`src/rtl/sb_pkg.sv`:
```
package sb_pkg;
    localparam int SB_NREG = 32;

    typedef struct packed {
        logic [SB_NREG-1:0] pend;
    } sb_state_t;
endpackage

```
`src/rtl/sb_index_decode.sv`:
```
module sb_index_decode #(
    parameter int NREG  = 32,
    localparam int IDX_W = $clog2(NREG)
) (
    input  logic             en,
    input  logic [IDX_W-1:0] idx,
    output logic [NREG-1:0]  mask
);
    // One-hot decode; register 0 never produces a bit.
    for (genvar g = 0; g < NREG; g++) begin : g_bit
        if (g == 0) begin : g_zero
            assign mask[g] = 1'b0;
        end else begin : g_reg
            assign mask[g] = en && (idx == IDX_W'(g));
        end
    end
endmodule

```
`src/rtl/sb_hazard_check.sv`:
```
module sb_hazard_check #(
    parameter int NREG  = 32,
    localparam int IDX_W = $clog2(NREG)
) (
    input  logic [NREG-1:0]  busy,
    input  logic             dec_valid,
    input  logic             a_en,
    input  logic [IDX_W-1:0] a_idx,
    input  logic             b_en,
    input  logic [IDX_W-1:0] b_idx,
    input  logic             d_en,
    input  logic [IDX_W-1:0] d_idx,
    output logic             stall
);
    logic raw_hit;
    logic waw_hit;

    always_comb begin
        raw_hit = (a_en && busy[a_idx]) || (b_en && busy[b_idx]);
        waw_hit = d_en && busy[d_idx];
        stall   = dec_valid && (raw_hit || waw_hit);
    end
endmodule

```
`src/rtl/sb_pending_array.sv`:
```
module sb_pending_array
    import sb_pkg::*;
#(
    parameter int NREG = SB_NREG
) (
    input  logic            clk,
    input  logic            rst,
    input  logic [NREG-1:0] set_mask,
    input  logic [NREG-1:0] clr_mask,
    output logic [NREG-1:0] pend_q
);
    typedef struct packed {
        logic [NREG-1:0] pend;
    } arr_state_t;

    arr_state_t st_d, st_q;

    always_comb begin
        st_d      = st_q;
        // A new issue overrides a completion to the same register.
        st_d.pend = (st_q.pend & ~clr_mask) | set_mask;
        st_d.pend[0] = 1'b0;
    end

    always_ff @(posedge clk) begin
        if (rst) st_q <= '0;
        else     st_q <= st_d;
    end

    assign pend_q = st_q.pend;

    p_zero_never_r8: assert property (@(posedge clk) disable iff (rst)
        !pend_q[0]);

    p_set_over_clear_r9: assert property (@(posedge clk) disable iff (rst)
        (set_mask != '0) |=> ((pend_q & $past(set_mask)) == $past(set_mask)));
endmodule

```
`src/rtl/issue_scoreboard.sv`:
```
module issue_scoreboard
    import sb_pkg::*;
#(
    parameter int NREG  = SB_NREG,
    localparam int IDX_W = $clog2(NREG)
) (
    input  logic             clk,
    input  logic             rst,
    input  logic             dec_valid,
    input  logic             src_a_en,
    input  logic [IDX_W-1:0] src_a_idx,
    input  logic             src_b_en,
    input  logic [IDX_W-1:0] src_b_idx,
    input  logic             dst_en,
    input  logic [IDX_W-1:0] dst_idx,
    input  logic             wb_valid,
    input  logic [IDX_W-1:0] wb_idx,
    output logic             stall,
    output logic             issue,
    output logic [NREG-1:0]  pending
);
    logic [NREG-1:0] clr_mask;
    logic [NREG-1:0] set_mask;
    logic [NREG-1:0] busy_now;
    logic            hz_stall;

    sb_index_decode #(.NREG(NREG)) i_clr_dec (
        .en   (wb_valid),
        .idx  (wb_idx),
        .mask (clr_mask)
    );

    sb_index_decode #(.NREG(NREG)) i_set_dec (
        .en   (issue && dst_en),
        .idx  (dst_idx),
        .mask (set_mask)
    );

    // Writeback bypass: a register completing now is already free.
    assign busy_now = pending & ~clr_mask;

    sb_hazard_check #(.NREG(NREG)) i_hazard (
        .busy      (busy_now),
        .dec_valid (dec_valid),
        .a_en      (src_a_en),
        .a_idx     (src_a_idx),
        .b_en      (src_b_en),
        .b_idx     (src_b_idx),
        .d_en      (dst_en),
        .d_idx     (dst_idx),
        .stall     (hz_stall)
    );

    assign stall = hz_stall;
    assign issue = dec_valid && !hz_stall;

    sb_pending_array #(.NREG(NREG)) i_array (
        .clk      (clk),
        .rst      (rst),
        .set_mask (set_mask),
        .clr_mask (clr_mask),
        .pend_q   (pending)
    );

    p_raw_stall_r2: assert property (@(posedge clk) disable iff (rst)
        (dec_valid && src_a_en && pending[src_a_idx] && !(wb_valid && wb_idx == src_a_idx))
        |-> stall);

    p_waw_stall_r3: assert property (@(posedge clk) disable iff (rst)
        (dec_valid && dst_en && pending[dst_idx] && !(wb_valid && wb_idx == dst_idx))
        |-> stall);

    p_issue_sets_r4: assert property (@(posedge clk) disable iff (rst)
        (issue && dst_en && dst_idx != '0) |=> pending[$past(dst_idx)]);

    p_wb_clears_r5: assert property (@(posedge clk) disable iff (rst)
        (wb_valid && !(issue && dst_en && dst_idx == wb_idx)) |=> !pending[$past(wb_idx)]);

    p_idle_quiet_r10: assert property (@(posedge clk) disable iff (rst)
        !dec_valid |-> (!stall && !issue));
endmodule

```
`config.mk`:
```
export PLATFORM = sky130hd
export DESIGN_NAME = issue_scoreboard
export DESIGN_NICKNAME = d
export VERILOG_FILES = /design/src/rtl/sb_pkg.sv /design/src/rtl/sb_index_decode.sv /design/src/rtl/sb_hazard_check.sv /design/src/rtl/sb_pending_array.sv /design/src/rtl/issue_scoreboard.sv
export SDC_FILE = /design/constraint.sdc
export NUM_CORES = 1
export LEC_CHECK = 0
export CAP_MARGIN = 5
export CELL_PAD_IN_SITES_DETAIL_PLACEMENT = 0
export CELL_PAD_IN_SITES_GLOBAL_PLACEMENT = 1
export CORE_ASPECT_RATIO = 0.7
export CORE_MARGIN = 4
export CORE_UTILIZATION = 39
export CTS_CLUSTER_SIZE = 30
export DETAILED_ROUTE_END_ITERATION = 12
export MAX_ROUTING_LAYER = met4
export PLACE_DENSITY = 0.79
export SETUP_SLACK_MARGIN = 0.02
export SLEW_MARGIN = 25
export SYNTH_ARGS = -nofsm -noshare
export SYNTH_HDL_FRONTEND = slang
export SYNTH_SLANG_ARGS = --single-unit
```
`constraint.sdc`:
```
create_clock -name clk -period 4.08 [get_ports clk]
set_input_delay 0.816 -clock clk [delete_from_list [all_inputs] [get_ports clk]]
set_output_delay 0.816 -clock clk [all_outputs]
set_load 0.02 [all_outputs]
```
==> run_results.csv <==
group,metric,value,unit
worst_setup_path,cp_cell_sequence,"dlygate4sd2_1, buf_4, xor2_1, o311ai_1, o31ai_1, a311o_1, a211oi_2, and2_4, and3_1, buf_4",
synthesis,synthCells,362,
synthesis,syn_area,2965,um^2
global_route,track_usage,28.16,%
placement,place_area,4212,um^2
routing,via_per_inst,6.341,
floorplan,dieHeight,80.96,um
synthesis,syn_area_per_cell,8.192,um^2
routing,remaining_drc_errors,0,
synthesis,netlist_top_cells_count,"dfxtp_1, nand2_1, o211ai_1",
sta,fmax,254.7,MHz
worst_setup_path,cp.arrival,3.11,ns
floorplan,start_util,40.33,%
routing,wl,12840,um
floorplan,design.die.area,9085,um^2
worst_setup_path,ff2ff_setup_slack,1.12,ns
routing,drt_first_iter_violations,399,
worst_setup_path,timing.rr.start,"i_array.pend_q[27]$_SDFF_PP0_",
synthesis,ys_seq_area_share,20.93,%
cells_and_area,design_area,4491,um^2
floorplan,core,7352,um^2
routing,detail-route-antenna-nets,0,
sta,relSlewSlack,60.92,%
worst_setup_path,cp_top_family,"compound AO/OA/AOI/OAI gates",
worst_setup_path,worst_setup_path_end_kind,"output port",
sta,drv_slew,0,
routing,vias,3741,
sta,rsz0062_at_grt,"no",
clock_tree,clock-sinks,31,
synthesis,ys_types,66,
worst_setup_path,crit_path_frequent_cell,"buf_4",
worst_setup_path,required,3.26,ns
global_route,grt_pass1_vias,3543,
worst_hold_path,min_path_type,"register to register",
sta,fin_crit_sh,96.22,%
synthesis,yosys_register_bits,31,
cells_and_area,antennaDiodeCount,0,
routing,wl_per_cell,21.76,um
cells_and_area,largest_reg_flops,31,
synthesis,synth_top_area_share,20.93,%
power_and_ir_drop,power.switching,262.2,uW
job,cap_viol_max_count,0,
synthesis,yosys_most_used_dff,"dfxtp_1",
synthesis,syn-num-nets,389,
worst_setup_path,cp_num_buf_inv,3,
placement,dp_hpwl,10030,um
sta,hold_viol_final,0,
worst_setup_path,start_kind,"input port",
sta,hold_ws,0.5678,ns
synthesis,synth-edff-count,0,
cells_and_area,final_cells,590,
placement,place_inst,576,
clock_tree,cts_tree,"yes",
clock_tree,clockBufferDepth,2,
clock_tree,cts_root_buffer,"clkbuf_8",
sta,setup_violations,0,
synthesis,synth.most_common_cell,"dfxtp_1",
synthesis,ys_top_cells_by_area,"dfxtp_1, mux4_2, o211ai_1",
routing,dr.pass1.iters,5,
synthesis,yosys_warnings,0,
clock_tree,clkLatencyLatePin,0.29,ns
worst_setup_path,cp-startpoint,"wb_idx[0]",
power_and_ir_drop,leakage,1.712,nW
worst_hold_path,worstHoldPathCells,2,
power_and_ir_drop,intPower,549.8,uW
sta,fin_ws,0.1543,ns
worst_setup_path,slowest_stage,"a311o_1",
synthesis,synth_top_cell_by_area,"dfxtp_1",
floorplan,rows,26,
cells_and_area,fin_nets,518,
clock_tree,h-tree-depth,2,
worst_setup_path,path_class,"input port to output port",
power_and_ir_drop,power_frac_clock,28.1,%
global_route,grt-ovfl-total,0,
placement,pre_cts_ws,-0.5824,ns
worst_setup_path,crit_cells,10,
placement,port_buffers,59,
clock_tree,clk_pin_slew_worst_paths,0.06,ns
cells_and_area,drive_gt1_share,29.27,%
global_route,antenna_found_initial,0,
global_route,grt_pass1_wl,19550,um
power_and_ir_drop,seqPwrFrac,37.9,%
worst_setup_path,critPathMaxFanout,5,
synthesis,synth_async_sr_flop_share,0,%
sta,finClkSkew,0.006447,ns
worst_hold_path,holdCritStartpoint,"i_array.pend_q[2]$_SDFF_PP0_",
floorplan,io_pins,61,
cells_and_area,areaGrowthSynthToFinish,51.43,%
clock_tree,cts-buffers-inserted,5,
floorplan,die_w,112.2,um
worst_setup_path,cp_slowest_stage_delay,0.39,ns
outcome,status,"finished, final reports clean",
placement,place.gp.congestion,0.9387,
worst_setup_path,r2r_cells,11,
sta,worstMarginPinSlew,0.5862,ns
sta,period_minus_slack,3.926,ns
power_and_ir_drop,switching_share,32.29,%
power_and_ir_drop,ir_drop,0.1379,mV
power_and_ir_drop,fin_total_pwr,812.1,uW
power_and_ir_drop,pwr-share-comb,34.0,%
global_route,grt_max_degree,20,
power_and_ir_drop,power_density,180.8,nW/um^2
## worst paths after layout
kind | end
hold / removal | i_array.pend_q[2]$_SDFF_PP0_
setup reg to reg | i_array.pend_q[6]$_SDFF_PP0_
hold reg to reg | i_array.pend_q[2]$_SDFF_PP0_
setup / recovery | issue
## repair_timing
item                                    4_1_cts  5_1_grt
gates resized for setup                      29       14
buffers inserted                              2        2
pin swaps                                     2        2
hold buffers                                  0        0
cloned                                        0        2
endpoints found under the setup margin        2        2
## power by group through the flow
stage / clock, mW / combinational [mW] / sequential, mW
6_report: 0.228 / 0.276 / 0.308
3_5_place_dp: 0 / 0.251 / 0.314
2_1_floorplan: 0 / 0.127 / 0.315
3_3_place_gp: 0 / 0.249 / 0.314
4_1_cts: 0.231 / 0.260 / 0.307
5_1_grt: 0.250 / 0.291 / 0.307
## layer usage
metal | track usage (%) | vias up | part of all wire (%)
li1 | - | 1700 | -
met1 | 39.94 | 1815 | 46
met2 | 43.34 | 205 | 44
met3 | 3.946 | 21 | 8.5
met4 | 5.042 | 0 | 1.1
met5 | - | - | 0
## metrics by stage
| stage | TNS [ns] | utilization [%] |
|---|---|---|
| after floorplan | 0 | - |
| after global placement | -1.001 | 57.28 |
| after detailed placement | -1.052 | 57.28 |
| after CTS | 0 | 59.68 |
| after global routing | 0 | 61.08 |
| final | 0 | 61.08 |
## placed cells by master (no fill, tap or decap), drive strengths merged, types with 11 or more instances in the layout
master         netlist  layout
nand2               25      25
o211ai              22      22
clkdlybuf4s50        0      48
nor2                17      17
mux2i               13      13
o22ai               11      11
o21ai               28      28
dfxtp               31      31
nand3               15      15
nand4               14      14
buf                 17      99
## worst register-to-register path, stage by stage, from the launching register on
cell and delay, ns:
dfxtp_1 0.39, mux4_2 0.50, o311a_1 0.15, or3_1 0.35, o211ai_1 0.13, o31a_1 0.22, buf_4 0.12, buf_4 0.09
buf_4 0.10, nand3_2 0.35, buf_4 0.33, o22ai_1 0.15
## final cells by class
type	instances	area, um^2
Inverter	10	37.54
Tap cell	98	122.6
Timing Repair Buffer	157	1361
Sequential cell	31	620.6
Fill cell	676	2861
Clock inverter	1	5.005
Multi-Input combinational cell	286	2267
Clock buffer	7	76.32
## cell families (layout without fill, tap and decap cells)
logic type	after synthesis	count (layout)	share of synthesized area, %
flip-flops	31	31	20.93
other	1	1	0.1265
multiplexers	31	31	14.64
buffers and inverters	45	175	7.004
AND/OR/NAND/NOR	134	134	27.22
AO/OA/AOI/OAI	113	113	28.02
XOR/XNOR	7	7	2.068
Power figures use the tool's default switching activity.
